===== src/rtl/tp_pkg.sv =====
package tp_pkg;

    localparam int TP_SIDE_LG = 3;
    localparam int TP_DATA_W  = 8;

    // Order in which the linear step counter is mapped onto the memory.
    typedef enum logic {
        SCAN_ROW = 1'b0,
        SCAN_COL = 1'b1
    } scan_e;

    // Registered status flags of the output beat.
    typedef struct packed {
        logic valid;
        logic first;
    } beat_flags_t;

    function automatic scan_e next_scan(input scan_e cur);
        return (cur == SCAN_ROW) ? SCAN_COL : SCAN_ROW;
    endfunction

endpackage


===== src/rtl/tp_seq.sv =====
module tp_seq
    import tp_pkg::*;
#(
    parameter int SIDE_LG = TP_SIDE_LG
) (
    input  logic                 clk,
    input  logic                 rst,
    input  logic                 adv,
    output logic [2*SIDE_LG-1:0] addr,
    output logic                 primed,
    output logic                 block_start
);

    localparam int AW = 2 * SIDE_LG;
    localparam logic [AW-1:0] LAST = {AW{1'b1}};

    logic [AW-1:0] step_q;
    scan_e         scan_q;
    logic          primed_q;
    logic          wrap;

    assign wrap = (step_q == LAST);

    always_ff @(posedge clk) begin
        if (rst) begin
            step_q   <= '0;
            scan_q   <= SCAN_ROW;
            primed_q <= 1'b0;
        end else if (adv) begin
            step_q <= step_q + 1'b1;
            if (wrap) begin
                scan_q   <= next_scan(scan_q);
                primed_q <= 1'b1;
            end
        end
    end

    // Column scan swaps the row and column fields of the step counter.
    always_comb begin
        if (scan_q == SCAN_COL) begin
            addr = {step_q[SIDE_LG-1:0], step_q[AW-1:SIDE_LG]};
        end else begin
            addr = step_q;
        end
    end

    assign primed      = primed_q;
    assign block_start = (step_q == '0);

    a_r6_stall_holds: assert property (@(posedge clk) disable iff (rst)
        !adv |=> ($stable(step_q) && $stable(scan_q)));

    a_r5_scan_alternates: assert property (@(posedge clk) disable iff (rst)
        (adv && wrap) |=> (scan_q != $past(scan_q)));

    a_r2_primed_after_block: assert property (@(posedge clk) disable iff (rst)
        (adv && wrap) |=> primed_q);

    a_r6_step_advances: assert property (@(posedge clk) disable iff (rst)
        (adv && !wrap) |=> (step_q == $past(step_q) + 1'b1));

endmodule


===== src/rtl/tp_ram.sv =====
module tp_ram #(
    parameter int DATA_W = 8,
    parameter int AW     = 6
) (
    input  logic              clk,
    input  logic              en,
    input  logic [AW-1:0]     addr,
    input  logic [DATA_W-1:0] wdata,
    output logic [DATA_W-1:0] rdata
);

    localparam int DEPTH = 1 << AW;

    logic [DATA_W-1:0] mem [DEPTH];

    // One access per step: the old content leaves, the new sample takes its place.
    always_ff @(posedge clk) begin
        if (en) begin
            rdata     <= mem[addr];
            mem[addr] <= wdata;
        end
    end

endmodule


===== src/rtl/inplace_transposer.sv =====
module inplace_transposer
    import tp_pkg::*;
#(
    parameter int DATA_W  = TP_DATA_W,
    parameter int SIDE_LG = TP_SIDE_LG
) (
    input  logic              clk,
    input  logic              rst,
    input  logic              in_valid,
    input  logic [DATA_W-1:0] in_data,
    output logic              out_valid,
    output logic [DATA_W-1:0] out_data,
    output logic              out_first
);

    localparam int AW = 2 * SIDE_LG;

    logic [AW-1:0] ram_addr;
    logic          seq_primed;
    logic          seq_start;
    beat_flags_t   flags_q;

    tp_seq #(
        .SIDE_LG(SIDE_LG)
    ) seq_i (
        .clk        (clk),
        .rst        (rst),
        .adv        (in_valid),
        .addr       (ram_addr),
        .primed     (seq_primed),
        .block_start(seq_start)
    );

    tp_ram #(
        .DATA_W(DATA_W),
        .AW    (AW)
    ) ram_i (
        .clk  (clk),
        .en   (in_valid),
        .addr (ram_addr),
        .wdata(in_data),
        .rdata(out_data)
    );

    always_ff @(posedge clk) begin
        if (rst) begin
            flags_q <= '0;
        end else begin
            flags_q.valid <= in_valid && seq_primed;
            flags_q.first <= in_valid && seq_primed && seq_start;
        end
    end

    assign out_valid = flags_q.valid;
    assign out_first = flags_q.first;

    a_r3_valid_needs_input: assert property (@(posedge clk) disable iff (rst)
        out_valid |-> $past(in_valid));

    a_r2_quiet_until_primed: assert property (@(posedge clk) disable iff (rst)
        !seq_primed |=> !out_valid);

    a_r7_first_is_valid: assert property (@(posedge clk) disable iff (rst)
        out_first |-> out_valid);

    a_r7_first_single: assert property (@(posedge clk) disable iff (rst)
        out_first |=> !out_first);

    a_r6_data_held: assert property (@(posedge clk) disable iff (rst)
        !in_valid |=> $stable(out_data));

endmodule


===== config.mk =====
export PLATFORM = sky130hd
export DESIGN_NAME = inplace_transposer
export DESIGN_NICKNAME = d
export VERILOG_FILES = /design/src/rtl/tp_pkg.sv /design/src/rtl/tp_seq.sv /design/src/rtl/tp_ram.sv /design/src/rtl/inplace_transposer.sv
export SDC_FILE = /design/constraint.sdc
export NUM_CORES = 1
export LEC_CHECK = 0
export BUFFER_PORTS_ARGS = -buffer_cell sky130_fd_sc_hd__buf_4
export CAP_MARGIN = 10
export CORE_MARGIN = 3
export CORE_UTILIZATION = 51
export DETAILED_ROUTE_END_ITERATION = 7
export HOLD_SLACK_MARGIN = 0.1
export PLACE_DENSITY = 0.66
export SLEW_MARGIN = 20
export SYNTH_ARGS = -nofsm -noshare
export SYNTH_HDL_FRONTEND = slang
export SYNTH_SLANG_ARGS = --single-unit

===== constraint.sdc =====
create_clock -name clk -period 3 [get_ports clk]
set_input_delay 0.6 -clock clk [delete_from_list [all_inputs] [get_ports clk]]
set_output_delay 0.6 -clock clk [all_outputs]
set_load 0.02 [all_outputs]

==> results.toml, run 1 <==
[yosys]
yosysTopAreaCell = "edfxtp_1"
mappedNetlistArea_um2 = 20680
synthFlopType = "edfxtp_1"
ys_warn_count = 0
ys_seq_elements = 530
ys_seq_area_share_pct = 76.49
synth_nets = 1235
syn_inst = 1222
synth_top_area_share_pct = 75.52
async_flop_share_pct = 0
yosys.cell_types.count = 29
yosysMostFrequentCell = "edfxtp_1"
synthTopCellsByCount = "520 x edfxtp_1, 260 x mux2i_1, 160 x o22ai_1, 144 x nor2_1, 53 x buf_2"
syn-mean-instance-area_um2 = 16.92
synthTopCellsByArea = "edfxtp_1 76%, mux2i_1 13%, o22ai_1 4.8%"
synth_edf_count = 520

[place]
place_inst = 1804
port_buffers = 20
hpwl_mm = 27.06
place.gp.congestion = 0.8526

[sta]
min_period_ns = 2.840
finalSetupViolCount = 0
finalSetupTns_ns = 0
max-slew-margin-rel_pct = 44.99
final_hold_viol_count = 0
fmax_mhz = 352.1
tightest_slew_ns = 0.8222
post-route-period-util_pct = 94.66
rsz0062_at_grt = "no"
clock_skew_ns = 0.02786
drv_slew = 0

[floorplanning]
start_util_pct = 51.80
die_h_um = 207.4
rows = 73
io-pin-count = 21
die_x_um = 207.4
coreArea_um2 = 39910
die-area_um2 = 43000

[finish]
multi_input_area_um2 = 4562
nFillCells = 2904
area_growth_pct = 15.33
stdcell_count = 1903
seq_area_um2 = 15820
layout-drive-gt1-share_pct = 15.09
finalNetCount = 1347
antenna_cells = 0

[cts]
insertion_delay_ns = 0.60
cts_buffer_depth = 3
tritoncts = "yes"
cts-resized-gates = 0
numCtsBuffers = 53
clk_pin_slew_worst_paths_ns = 0.06
cts_sinks = 530
cts-root-buf = "clkbuf_16"
hold_buffers = 0
postCtsSetupBuffers = 0
htreeDepth = 2

[routing]
wl_per_cell_um = 24.10
routed_wl_mm = 45.86
drt_pass1_iterations = 5
routed_via_density = 5.840
drt_iter0_drc = 1078
vias = 11113
ant_nets = 0
drc = 0

[power]
p_sw_share_pct = 22.04
vdd_drop_max_mv = 0.4361
cellPowerDensity_nw_per_um2 = 643.5
p_leak_uw = 0.008943
p_sw_uw = 3382
internal-power_uw = 11960
combPwrFrac_pct = 7.1
clkPwrFrac_pct = 39.4
p_seq_share_pct = 53.4

[critical_path]
required_ns = 3.34
crit_type = "reg2reg"
crit_path_end_kind = "flop"
cp-start-kind = "flop"
crit_fanout = 32
worst_ep_arrival_time_ns = 3.18

[status]
status = "finished clean"

[global_route]
gr-total-overflow = 0
antenna_found_initial = 0
grt_max_degree = 65
grt_use_total_pct = 21.07
grt_first_pass_wirelength_mm = 68.91
grt_pass1_vias = 10876

[min_path]
holdCritPathClass = "in2reg"

[flow_run]
drv_cap = 0
-- cell families after synthesis --
family	count (synthesis)	synth area share, %
XOR/XNOR	5	0.2118
adder cells (fa/ha/maj)	2	0.1210
multiplexers	260	12.59
AO/OA/AOI/OAI	167	5.131
AND/OR/NAND/NOR	180	3.691
buffers and inverters	78	1.773
flip-flops	530	76.49
-- state kept, by name, summed over array words and instances, names as in the netlist --
signal        count
seq_i.scan_q      1
out_first         1
ram_i.rdata       8
ram_i.mem       512
seq_i.step_q      6
out_valid         1
seq_i.primed      1
-- final cells by class --
class                   instances  share of cell area, %
clock buffers                  70                  6.002
inverters                       5                0.07870
repair buffers                130                  5.037
clock inverters                29                 0.6821
multi-input cells             614                  19.13
flip-flops and latches        530                  66.32
well taps                     525                  2.754
-- metrics by stage --
step | worst slack (ns) | util [%] | cell area, µm² | power, µW | hold WS, ns
floorplan | 0.5525 | - | 20680 | 8976 | 0.4249
global placement | 0.1559 | 55.75 | 22250 | 9432 | 0.4399
detailed placement | 0.1150 | 55.75 | 22250 | 9449 | 0.4438
CTS | 0.1415 | 59.75 | 23850 | 15440 | 0.2171
global route | 0.007642 | 59.75 | 23850 | 15820 | 0.2430
finish | 0.1602 | 59.75 | 23850 | 15350 | 0.2476
-- final timing paths --
path	startpoint	end	slack [ns]	depth (start not counted)
setup / recovery	seq_i.scan_q$_SDFFE_PP0P_	ram_i.rdata[7]$_DFFE_PP_	0.16	8
hold / removal	rst	seq_i.step_q[2]$_SDFFE_PP0P_	0.25	2
setup reg to reg	seq_i.scan_q$_SDFFE_PP0P_	ram_i.rdata[7]$_DFFE_PP_	0.16	8
hold reg to reg	seq_i.primed$_SDFFE_PP0P_	out_valid$_SDFF_PP0_	0.47	2
-- worst max-delay path: stages (launching register included) --
cell     delay [ns]
dfxtp_1        0.42
mux2i_4        0.39
buf_12         0.29
buf_12         0.26
mux2i_1        0.22
o22ai_1        0.10
nor2_1         0.24
o22ai_1        0.12
or4_1          0.52
-- power groups by stage --
stage / Combinational (µW) / Clock (µW) / Sequential (µW)
after global routing: 1160 / 6460 / 8190
after detailed placement: 1100 / 0 / 8350
after floorplan: 620 / 0 / 8360
after global placement: 1080 / 0 / 8350
after CTS: 1100 / 6140 / 8200
final: 1100 / 6050 / 8200
-- layout by cell type (no fill, tap or decap), types with 3 or more instances in the layout --
cell type | synthesis | routed
dfxtp_1 | 10 | 10
nand3b_1 | 4 | 4
edfxtp_1 | 520 | 520
mux2i_1 | 260 | 259
nand4_1 | 3 | 3
nand2_1 | 10 | 10
nor2_1 | 144 | 144
or3b_2 | 3 | 3
buf_12 | 0 | 18
o22ai_1 | 160 | 160
or4_1 | 8 | 8
clkinv_1 | 0 | 16
xnor2_1 | 3 | 3
buf_4 | 2 | 112
clkbuf_1 | 15 | 14
nand3_1 | 3 | 3
clkinv_2 | 0 | 8
clkbuf_16 | 0 | 54
inv_1 | 5 | 5
-- per-layer routing --
layer	vias to the layer above	wire (µm)	GRT usage (%)
met5	-	0	0
met4	0	1221	6.671
met3	78	2891	2.887
met2	391	21580	33.20
met1	5587	20160	30.94
li1	5057	-	-
(Power assumes the default switching activity.)
==> inputs of run 2 (changes only) <==
Settings changed: CORE_ASPECT_RATIO set to 0.5, GPL_TIMING_DRIVEN set to 0.
==> run 2 against run 1 <==
  * The flow now finishes with violations (negative setup slack)
  * Cell count fell by 2.0%
  * Critical path depth unchanged
  * Largest cell class unchanged
  * Highest routed layer unchanged
  * Worst hold slack better by 0.13 ns
  * Clock power is 2% lower
==> results.toml, run 2 (synthesized netlist as in run 1, its figures left out) <==
[status]
status = "finished, violations left"
violations = "negative setup slack"

[cts]
htreeDepth = 2
tritoncts = "yes"
cts_sinks = 530
insertion_delay_ns = 0.56
numCtsBuffers = 46
clk_pin_slew_worst_paths_ns = 0.07
cts_buffer_depth = 3
cts-root-buf = "clkbuf_16"
hold_buffers = 0

[critical_path]
crit_type = "reg2reg"
crit_start = "seq_i.scan_q$_SDFFE_PP0P_"
reg2reg_from = "seq_i.scan_q$_SDFFE_PP0P_"
crit_path_end_kind = "flop"
required_ns = 3.29
cp-start-kind = "flop"
worst_ep_arrival_time_ns = 3.31
reg2reg_depth = 8
crit_fanout = 10

[floorplanning]
die-area_um2 = 43140
rows = 51
start_util_pct = 52.43
coreArea_um2 = 39440
io-pin-count = 21
die_h_um = 148.4
die_x_um = 290.8

[sta]
drv_slew = 0
finalHoldWorstSlack_ns = 0.3801
rsz0062_at_grt = "yes"
tightest_slew_ns = 0.9405
finalWorstSetupSlack_ns = -0.02603
finalSetupTns_ns = -0.02848
fmax_mhz = 330.5
post-route-period-util_pct = 100.9
max-slew-margin-rel_pct = 37.30
clock_skew_ns = 0.01314
finalSetupViolCount = 2
min_period_ns = 3.026
final_hold_viol_count = 0

[min_path]
worstHoldStart = "rst"
holdCritPathClass = "in2reg"
min_path_cells = 2

[global_route]
grt_pass1_vias = 11528
grt_max_degree = 65
antenna_found_initial = 0
grt_first_pass_wirelength_mm = 73.31
grt_use_total_pct = 23.13
gr-total-overflow = 0

[routing]
drc = 0
routed_via_density = 6.141
wl_per_cell_um = 26.87
routed_wl_mm = 50.09
ant_nets = 0
drt_pass1_iterations = 6
vias = 11446
drt_iter0_drc = 1322

[place]
port_buffers = 19
dp_slack_ns = -0.4664
placed_cell_area_um2 = 21480
hpwl_mm = 31.85
place.gp.congestion = 0.9271

[power]
combPwrFrac_pct = 7.5
vdd_drop_max_mv = 0.4485
clkPwrFrac_pct = 38.8
cellPowerDensity_nw_per_um2 = 648.1
internal-power_uw = 11900
p_sw_uw = 3335
p_sw_share_pct = 21.90
p_seq_share_pct = 53.7
p_leak_uw = 0.008549

[finish]
area_growth_pct = 13.66
antenna_cells = 0
top_regs = "ram_i.mem x512, ram_i.rdata x8, seq_i.step_q x6"
stdcell_area_um2 = 23500
finalNetCount = 1310
layout-drive-gt1-share_pct = 17.47
nFillCells = 2904
final_common_cell = "edfxtp_1"
largest-register = "ram_i.mem"
mostFrequentLayoutCells = "520 x edfxtp_1, 257 x mux2i_1, 160 x o22ai_1"
largest_reg_flops = 512

[flow_run]
drv_cap = 0
## run 2: routing by layer
layer	GRT usage [%]	wire length (µm)
met1	32.94	21050
met2	35.65	22610
met3	6.401	5260
met5	0	0
met4	6.006	1168
## run 2: power groups by stage
stage / Clock [µW] / Combinational, µW / Sequential (µW)
2_1_floorplan: 0 / 620 / 8360
4_1_cts: 5970 / 1100 / 8190
3_3_place_gp: 0 / 1050 / 8350
3_5_place_dp: 0 / 1060 / 8350
5_1_grt: 6320 / 1200 / 8180
6_report: 5910 / 1140 / 8190
## run 2: metrics by stage
| step | total power [µW] | cells | utilization [%] |
|---|---|---|---|
| 2_1_floorplan | 8976 | 1222 | - |
| 3_3_place_gp | 9392 | 1771 | 54.48 |
| 6_report | 15230 | 1864 | 59.60 |
| 5_1_grt | 15690 | 1864 | 59.60 |
| 4_1_cts | 15260 | 1860 | 59.11 |
| 3_5_place_dp | 9410 | 1771 | 54.48 |
## run 2: area by class of cell
type / instances / area [µm²] / share of cell area (%)
Buffer: 70 / 432.9 / 1.842
Multi-Input combinational cell: 614 / 4848 / 20.63
Timing Repair Buffer: 30 / 237.7 / 1.012
Sequential cell: 530 / 15820 / 67.29
Tap cell: 530 / 663.1 / 2.822
Clock inverter: 22 / 207.7 / 0.8837
Inverter: 5 / 18.77 / 0.07986
Clock buffer: 63 / 1279 / 5.441
## run 2: worst paths after layout
kind / slack (ns) / to
min reg2reg: 0.46 / out_valid$_SDFF_PP0_
max reg2reg: -0.03 / ram_i.rdata[4]$_DFFE_PP_
min: 0.38 / seq_i.primed$_SDFFE_PP0P_
max: -0.03 / ram_i.rdata[4]$_DFFE_PP_
## run 2: worst max-delay path, cell delays in order (launching register included)
cell and delay, ns:
dfxtp_1 0.44, mux2i_4 0.33, clkbuf_4 0.26, buf_4 0.30
mux2i_1 0.24, o22ai_1 0.13, nor2_1 0.22, o22ai_1 0.24
or4_1 0.57
## run 2: repair_timing
action,CTS,global route
pin swaps,3,0
gates cloned,0,0
endpoints found under the hold margin,0,0
resized for setup,100,53
setup endpoints to repair,517,266
buffers inserted,6,5
